===== config.mk =====
export PLATFORM = sky130hd
export DESIGN_NAME = frame_refresh_seq
export DESIGN_NICKNAME = d
export VERILOG_FILES = /design/src/rtl/fr_pkg.sv /design/src/rtl/fr_ctrl.sv /design/src/rtl/fr_packer.sv /design/src/rtl/frame_refresh_seq.sv
export SDC_FILE = /design/constraint.sdc
export NUM_CORES = 1
export LEC_CHECK = 0
export BUFFER_PORTS_ARGS = -buffer_cell sky130_fd_sc_hd__buf_4
export CORE_ASPECT_RATIO = 1.2
export CORE_MARGIN = 2
export CORE_UTILIZATION = 50
export DETAILED_ROUTE_END_ITERATION = 16
export PLACE_DENSITY = 0.81
export SLEW_MARGIN = 40
export SYNTH_ARGS = -nofsm -noshare
export SYNTH_HDL_FRONTEND = slang
export SYNTH_SLANG_ARGS = --single-unit

===== constraint.sdc =====
create_clock -name clk -period 3.5 [get_ports clk]
set_input_delay 0.35 -clock clk [delete_from_list [all_inputs] [get_ports clk]]
set_output_delay 0.35 -clock clk [all_outputs]
set_load 0.01 [all_outputs]

===== src/rtl/fr_pkg.sv =====
package fr_pkg;
  localparam logic [7:0] OP_MEM_START = 8'h2C;
  localparam logic [7:0] OP_MEM_CONT  = 8'h3C;

  typedef enum logic [1:0] {ST_IDLE, ST_WAIT_SOF, ST_STREAM} fr_state_t;

  // Effective per-packet limit: zero is treated as one.
  function automatic logic [7:0] eff_limit8(input logic [7:0] lim);
    return (lim == 8'd0) ? 8'd1 : lim;
  endfunction
endpackage


===== src/rtl/fr_ctrl.sv =====
module fr_ctrl (
  input  logic clk,
  input  logic rst_n,
  input  logic start_take,
  input  logic sof_take,
  input  logic frame_end,
  output logic busy,
  output logic src_en,
  output logic link_stop,
  output logic done_irq,
  output logic waiting,
  output logic streaming
);
  import fr_pkg::*;
  fr_state_t state;

  always_ff @(posedge clk) begin
    if (!rst_n) begin
      state    <= ST_IDLE;
      done_irq <= 1'b0;
    end else begin
      done_irq <= 1'b0;
      case (state)
        ST_IDLE:     if (start_take) state <= ST_WAIT_SOF;
        ST_WAIT_SOF: if (frame_end) begin
                       state <= ST_IDLE;
                       done_irq <= 1'b1;
                     end else if (sof_take) state <= ST_STREAM;
        ST_STREAM:   if (frame_end) begin
                       state <= ST_IDLE;
                       done_irq <= 1'b1;
                     end
        default:     state <= ST_IDLE;
      endcase
    end
  end

  assign busy      = (state != ST_IDLE);
  assign src_en    = busy;
  assign link_stop = !busy;
  assign waiting   = (state == ST_WAIT_SOF);
  assign streaming = (state == ST_STREAM);
endmodule


===== src/rtl/fr_packer.sv =====
module fr_packer #(
  parameter int PIX_W = 24,
  parameter int LEN_W = 8
) (
  input  logic             clk,
  input  logic             rst_n,
  input  logic             frame_start,
  input  logic             accept,
  input  logic [PIX_W-1:0] pix_data,
  input  logic             pix_eol,
  input  logic             pix_eof,
  input  logic [LEN_W-1:0] max_pix,
  output logic             out_valid,
  output logic [PIX_W-1:0] out_data,
  output logic             out_first,
  output logic             out_last,
  output logic [7:0]       out_op,
  output logic [LEN_W-1:0] out_len
);
  import fr_pkg::*;

  function automatic logic [LEN_W-1:0] eff_lim(input logic [LEN_W-1:0] lim);
    return (lim == '0) ? LEN_W'(1) : lim;
  endfunction

  function automatic logic pkt_closes(input logic [LEN_W-1:0] cnt_next,
                                      input logic [LEN_W-1:0] lim,
                                      input logic eol, input logic eof);
    return eol || eof || (cnt_next >= eff_lim(lim));
  endfunction

  logic [LEN_W-1:0] cnt;
  logic             frame_first;
  logic [LEN_W-1:0] cnt_next;
  logic             close_now;

  assign cnt_next  = cnt + LEN_W'(1);
  assign close_now = pkt_closes(cnt_next, max_pix, pix_eol, pix_eof);

  always_ff @(posedge clk) begin
    if (!rst_n) begin
      cnt         <= '0;
      frame_first <= 1'b1;
      out_valid   <= 1'b0;
      out_data    <= '0;
      out_first   <= 1'b0;
      out_last    <= 1'b0;
      out_op      <= OP_MEM_START;
      out_len     <= '0;
    end else begin
      out_valid <= accept;
      if (frame_start) begin
        cnt         <= '0;
        frame_first <= 1'b1;
      end else if (accept) begin
        out_data  <= pix_data;
        out_first <= (cnt == '0);
        out_last  <= close_now;
        out_op    <= frame_first ? OP_MEM_START : OP_MEM_CONT;
        out_len   <= cnt_next;
        if (close_now) begin
          cnt         <= '0;
          frame_first <= 1'b0;
        end else begin
          cnt <= cnt_next;
        end
      end
    end
  end
endmodule


===== src/rtl/frame_refresh_seq.sv =====
module frame_refresh_seq #(
  parameter int PIX_W = 24,
  parameter int LEN_W = 8
) (
  input  logic             clk,
  input  logic             rst_n,
  input  logic             start_req,
  input  logic [LEN_W-1:0] max_pix,
  output logic             busy,
  output logic             src_en,
  output logic             link_stop,
  output logic             done_irq,
  input  logic             pix_valid,
  input  logic [PIX_W-1:0] pix_data,
  input  logic             pix_sof,
  input  logic             pix_eol,
  input  logic             pix_eof,
  output logic             out_valid,
  output logic [PIX_W-1:0] out_data,
  output logic             out_first,
  output logic             out_last,
  output logic [7:0]       out_op,
  output logic [LEN_W-1:0] out_len
);
  logic waiting, streaming;
  logic start_take, sof_take, accept, frame_end;

  assign start_take = start_req && !busy;
  assign sof_take   = pix_valid && pix_sof && waiting;
  assign accept     = sof_take || (pix_valid && streaming);
  assign frame_end  = accept && pix_eof;

  fr_ctrl u_ctrl (
    .clk(clk), .rst_n(rst_n), .start_take(start_take), .sof_take(sof_take),
    .frame_end(frame_end), .busy(busy), .src_en(src_en), .link_stop(link_stop),
    .done_irq(done_irq), .waiting(waiting), .streaming(streaming)
  );

  fr_packer #(.PIX_W(PIX_W), .LEN_W(LEN_W)) u_pack (
    .clk(clk), .rst_n(rst_n), .frame_start(start_take), .accept(accept),
    .pix_data(pix_data), .pix_eol(pix_eol), .pix_eof(pix_eof), .max_pix(max_pix),
    .out_valid(out_valid), .out_data(out_data), .out_first(out_first),
    .out_last(out_last), .out_op(out_op), .out_len(out_len)
  );
endmodule


Word level (Yosys, flattened, before mapping)
Index checks and enable logic that the tools add are counted. Widths: inputs -> output; s select.

Register bits after elaboration: 55. Logic and storage cells: 47.

Add/subtract/negate cells: 1. Order comparisons: 1. Eq/ne operators: 5. Multiplexer cells: 9. Bitwise gates (word level): 2. Reduce and logical (&&, ||, !) cells: 19.

Operators by type and width (count): $logic_not 8->1 (2); $mux 8 (2); $add 8x1->8 const B (1); $ge 8x8->1 (1); $mux 2 (4); $pmux 2 s3 (1); $reduce_and 2->1 (3); $logic_and 1x1->1 (5); $mux 5 (1); $reduce_or 2->1 (2); $logic_or 1x1->1 (3); $ne 3x1->1 const B (1); $reduce_and 3->1 (1); $eq 2x1->1 const B (1); $eq 2x2->1 const B (1); $logic_not 2->1 (1); $ne 2x1->1 const B (1); $ne 2x2->1 const B (1); $not 1->1 (2); $reduce_bool 2->1 (1); $logic_not 1->1 (1); $mux 1 (1).

Longest topological paths before layout
Word-level depth: 6. Mapped depth: 11. Depth with buffers taken out: 10.

Hierarchy
Synthesis repeated with hierarchy kept, for this count alone.

Cells, all modules: 274. Area, all modules: 2336.0 um^2.

Modules (own cells, without submodules): fr_packer (times used 1, cells each 245, area each 2080.7 um^2, sequential area each 900.9 um^2); fr_ctrl (times used 1, cells each 23, area each 219.0 um^2, sequential area each 60.1 um^2); frame_refresh_seq (times used 1, cells each 6, area each 36.3 um^2, sequential area each 0.0 um^2).

Least setup slack after synthesis
Ideal clock, no wire load.

Path type: register to register. From: register u_pack.cnt[0]. To: register u_pack.cnt[2]. Arrival time: 2.144 ns. Setup slack: 1.281 ns. Cell stages (with the launch flop): 12. Clock period less this slack: 2.219 ns. Cells stage by stage: dfxtp_1 ha_1 nand3_1 nor2_1 xor2_1 ha_1 o21ai_0 o21ai_1 a21oi_1 buf_4 nand3b_1 a31oi_1.

Cells in the longest elaborated chain, start to end: 4.

Ends and longest elaborated chain: start: declaration (RTL line fr_packer.sv:32) `logic [LEN_W-1:0] cnt;`; start signal: assignment (RTL line fr_packer.sv:65) `cnt <= cnt_next;`; $add 8x1->8 (RTL line fr_packer.sv:37) `assign cnt_next = cnt + LEN_W'(1);`; net u_pack.cnt_next[6] (RTL line fr_packer.sv:34) `logic [LEN_W-1:0] cnt_next;`; $ge 8x8->1 (RTL line fr_packer.sv:29) `return eol || eof || (cnt_next >= eff_lim(lim));`; $logic_or 1x1->1 (RTL line fr_packer.sv:29); $mux 8 (RTL line fr_packer.sv:61) `if (close_now) begin`.

The timed path passes the listed nets, and every way through them passes these cells. A chain may end at the register's enable or synchronous reset.

Worst setup path in the final report
From: register u_pack.cnt[0]. To: register u_pack.cnt[5].

Same word-level chain as after synthesis.

==> out/metrics.csv <==
stage;metric;value;unit
critical_path;CP top delay family;adder cells;
sta;Slew Limit Fails;0;
critical_path;worst r2r dst;u_pack.cnt[5]$_SDFFE_PP0N_;
place;gpl congestion;0.803;
detailed_routing;antenna-violating nets left;0;
synthesis;Yosys cell types;39;
sta;final hold vios;0;
detailed_routing;met3 WL post-DR;314;µm
synthesis;synthesized cell area;2310;µm²
global_route;vias in the first global route;1914;
min_path;Worst Hold Launch;pix_data[11];
sta;Final Setup Violations;0;
run;max-cap violations;0;
power_and_ir_drop;clock share of power;0.299;
global_route;first-pass GRT wire length;8100;µm
synthesis;commonest cells in the synthesized netlist;nand2_1 (67), dfxtp_1 (48), a21boi_1 (27);
sta;TNS Setup;0;ns
sta;Final Skew;0.00419;ns
synthesis;top cells by area, synth;dfxtp_1 (42%), nand2_1 (11%), a21boi_1 (8.8%), ha_1 (7.0%), buf_4 (3.3%);
critical_path;slowest cell on the critical path;dfxtp_1;
cts;CTS Hold Buffers Added;0;
critical_path;buffers and inverters on the worst path;1;
detailed_routing;vias after detailed routing;2055;
critical_path;kind of critical path;reg2reg;
floorplanning;Die Ht;78.4;µm
cts;CTS tree;built;
cts;clock buffer depth;2;
min_path;hold path depth;3;
cts;Clock Tree Root;clkbuf_8;
global_route;initial antenna violation count;0;
detailed_routing;length of the first detailed-routing pass in iterations;4;
detailed_routing;initial DRC count;83;
floorplanning;Placeable Area;4530;µm²
place;port buffer count;78;
power_and_ir_drop;pwr dens;391;nW/µm²
cells_and_area;share of layout cells above drive strength 1;0.269;
cells_and_area;Antenna diodes;0;
sta;min Tclk post-route;2.45;ns
cells_and_area;Fillers;412;
synthesis;Yosys reg bits;48;
synthesis;syn_area_per_cell;8.27;µm²
run_status;status;finished clean;
detailed_routing;max layer used;met4;
power_and_ir_drop;Worst VDD drop;0.232;mV
cts;Num CTS Buffers;5;
critical_path;flop-to-flop setup slack;1.05;ns
floorplanning;Die X;66.0;µm
sta;Final Cycle Share;0.700;
synthesis;Yosys warning count;0;
synthesis;most frequent cell after synthesis;nand2_1;
cts;Clock Latency Late Sink;0.30;ns
critical_path;worst path required time;3.72;ns
detailed_routing;met2 WL;2460;µm
critical_path;slowest stage delay, CP;0.43;ns
critical_path;Worst Setup End Kind;flip-flop;
global_route;total grt overflow;0;
synthesis;synthesized instance count;279;
min_path;Hold EP;u_pack.out_data[11]$_SDFFE_PN0P_;
cells_and_area;Final nets;402;
global_route;largest net degree at the start of global routing;41;
floorplanning;# rows;27;
synthesis;leading area contributor after synthesis;dfxtp_1;
cts;Post-CTS Setup Repair Bufs;0;
global_route;GRT Util Overall;0.198;
synthesis;Top FF cell, synth;dfxtp_1;
sta;unrepaired setup endpoints after global routing;false;
sta;f_max;408;MHz
power_and_ir_drop;Flop pwr share;0.503;
detailed_routing;total wire length;4900;µm
cts;cts repair resizes;0;
power_and_ir_drop;leakage;1.36;nW
cells_and_area;utilization after layout;0.657;
synthesis;share of the yosys chip area belonging to registers;0.416;
detailed_routing;Met1 Wirelength;2070;µm
synthesis;number of synthesized flops with an enable pin;0;
floorplanning;I/O Pins;86;
floorplanning;Initial Util;0.510;
cts;Clk pin slew, worst setup/hold paths;0.08;ns
cts;H-Tree Depth;2;
power_and_ir_drop;Internal Power;0.859;mW
critical_path;critical path arrival;2.67;ns
synthesis;share of the synthesized area in the top cell type;0.416;
critical_path;critical-path cell list;ha_1, nand3_1, nor2_1, xor2_1, ha_1, o21ai_0, o21ai_1, a21oi_1, buf_4, nand3_1, a31oi_1;
cts;Sink Count;48;
power_and_ir_drop;sw frac;0.262;
cells_and_area;Area growth, synth to finish;28.9;%
power_and_ir_drop;Psw;0.304;mW
critical_path;Critical R2R Launch;u_pack.cnt[0]$_SDFFE_PP0N_;
detailed_routing;Routed WL per cell;12.0;µm
critical_path;crit-path max FO;12;
critical_path;R2R depth;11;
detailed_routing;Vias/cell;5.04;
synthesis;ys async rst share;0;
detailed_routing;DRC viols;0;
floorplanning;die area;5180;µm²
power_and_ir_drop;combinational power share;0.199;
place;post-DP HPWL;3560;µm
min_path;Hold Path Class;in2reg;
critical_path;CP Launch Type;flip-flop;
[tightest hold or removal path, stage by stage]
cell      delay (ns)
buf_4           0.11
nand2_1         0.04
a21boi_1        0.05
[cells by family after synthesis]
logic type	synth area share
and+or+nand+nor	0.243
muxes	0.00921
adders and majority gates	0.0705
buffers and inverters	0.0770
other	0.00325
xor gates and xnor gates	0.0260
AOI/OAI and AO/OA	0.154
DFF	0.416
[flip-flops by register name (all words and copies together), names as in the netlist]
name and count:
u_pack.out_first 1, u_ctrl.done_irq 1, u_pack.out_data 24, u_pack.frame_first 1, u_ctrl.state 2, u_pack.out_len 8, u_pack.out_valid 1, u_pack.out_last 1
u_pack.cnt 8, u_pack.out_op 1
[power by group through the flow]
stage / sequential [mW] / combinational, mW / clock (mW)
finish: 0.585 / 0.231 / 0.347
CTS: 0.585 / 0.234 / 0.356
floorplan: 0.608 / 0.129 / 0
global route: 0.589 / 0.259 / 0.378
global placement: 0.597 / 0.229 / 0
detailed placement: 0.599 / 0.233 / 0
[cells in the final DEF, fill, tap and decap left out, types with 5 or more instances in the layout]
master,count
a21boi_1,27
a21oi_1,9
buf_4,81
clkbuf_8,7
conb_1,7
dfxtp_1,48
ha_1,13
inv_1,12
nand2_1,67
nand3_1,14
nor2_1,16
nor3b_1,5
o21ai_0,5
[worst max path at each step]
| stage | start | to | slack, ns | depth (start not counted) |
|---|---|---|---|---|
| floorplan | u_pack.cnt[0]$_SDFFE_PP0N_ | u_pack.cnt[2]$_SDFFE_PP0N_ | 1.28 | 11 |
| global placement | u_pack.cnt[0]$_SDFFE_PP0N_ | u_pack.cnt[2]$_SDFFE_PP0N_ | 1.19 | 11 |
| detailed placement | u_pack.cnt[0]$_SDFFE_PP0N_ | u_pack.cnt[5]$_SDFFE_PP0N_ | 1.11 | 11 |
| CTS | u_pack.cnt[0]$_SDFFE_PP0N_ | u_pack.cnt[5]$_SDFFE_PP0N_ | 1.07 | 11 |
| global route | u_pack.cnt[0]$_SDFFE_PP0N_ | u_pack.cnt[5]$_SDFFE_PP0N_ | 0.78 | 11 |
| finish | u_pack.cnt[0]$_SDFFE_PP0N_ | u_pack.cnt[5]$_SDFFE_PP0N_ | 1.05 | 11 |
[routing by layer]
metal / GRT usage / up-vias
li1: - / 1049
met1: 0.227 / 939
met2: 0.348 / 63
met3: 0.0487 / 4
met4: 0.0735 / 0
met5: 0 / -
[cell type report]
class | count | area, µm² | share of cell area
Inverter | 13 | 48.8 | 0.0164
Timing Repair Buffer | 81 | 608 | 0.204
Sequential cell | 48 | 961 | 0.323
Clock buffer | 7 | 96.3 | 0.0324
Multi-Input combinational cell | 201 | 1190 | 0.399
Tap cell | 58 | 72.6 | 0.0244
[per-stage QoR]
stage	worst slack (ns)	cells	hold slack, ns	cell area (µm²)	total power [mW]
final	1.05	408	0.292	2980	1.16
after detailed placement	1.11	401	0.448	2880	0.832
after CTS	1.07	408	0.285	2980	1.18
after global placement	1.19	401	0.441	2880	0.827
after floorplan	1.28	284	0.460	2330	0.736
after global routing	0.777	408	0.286	2980	1.22
No activity file was read; power rests on OpenSTA's default activity.
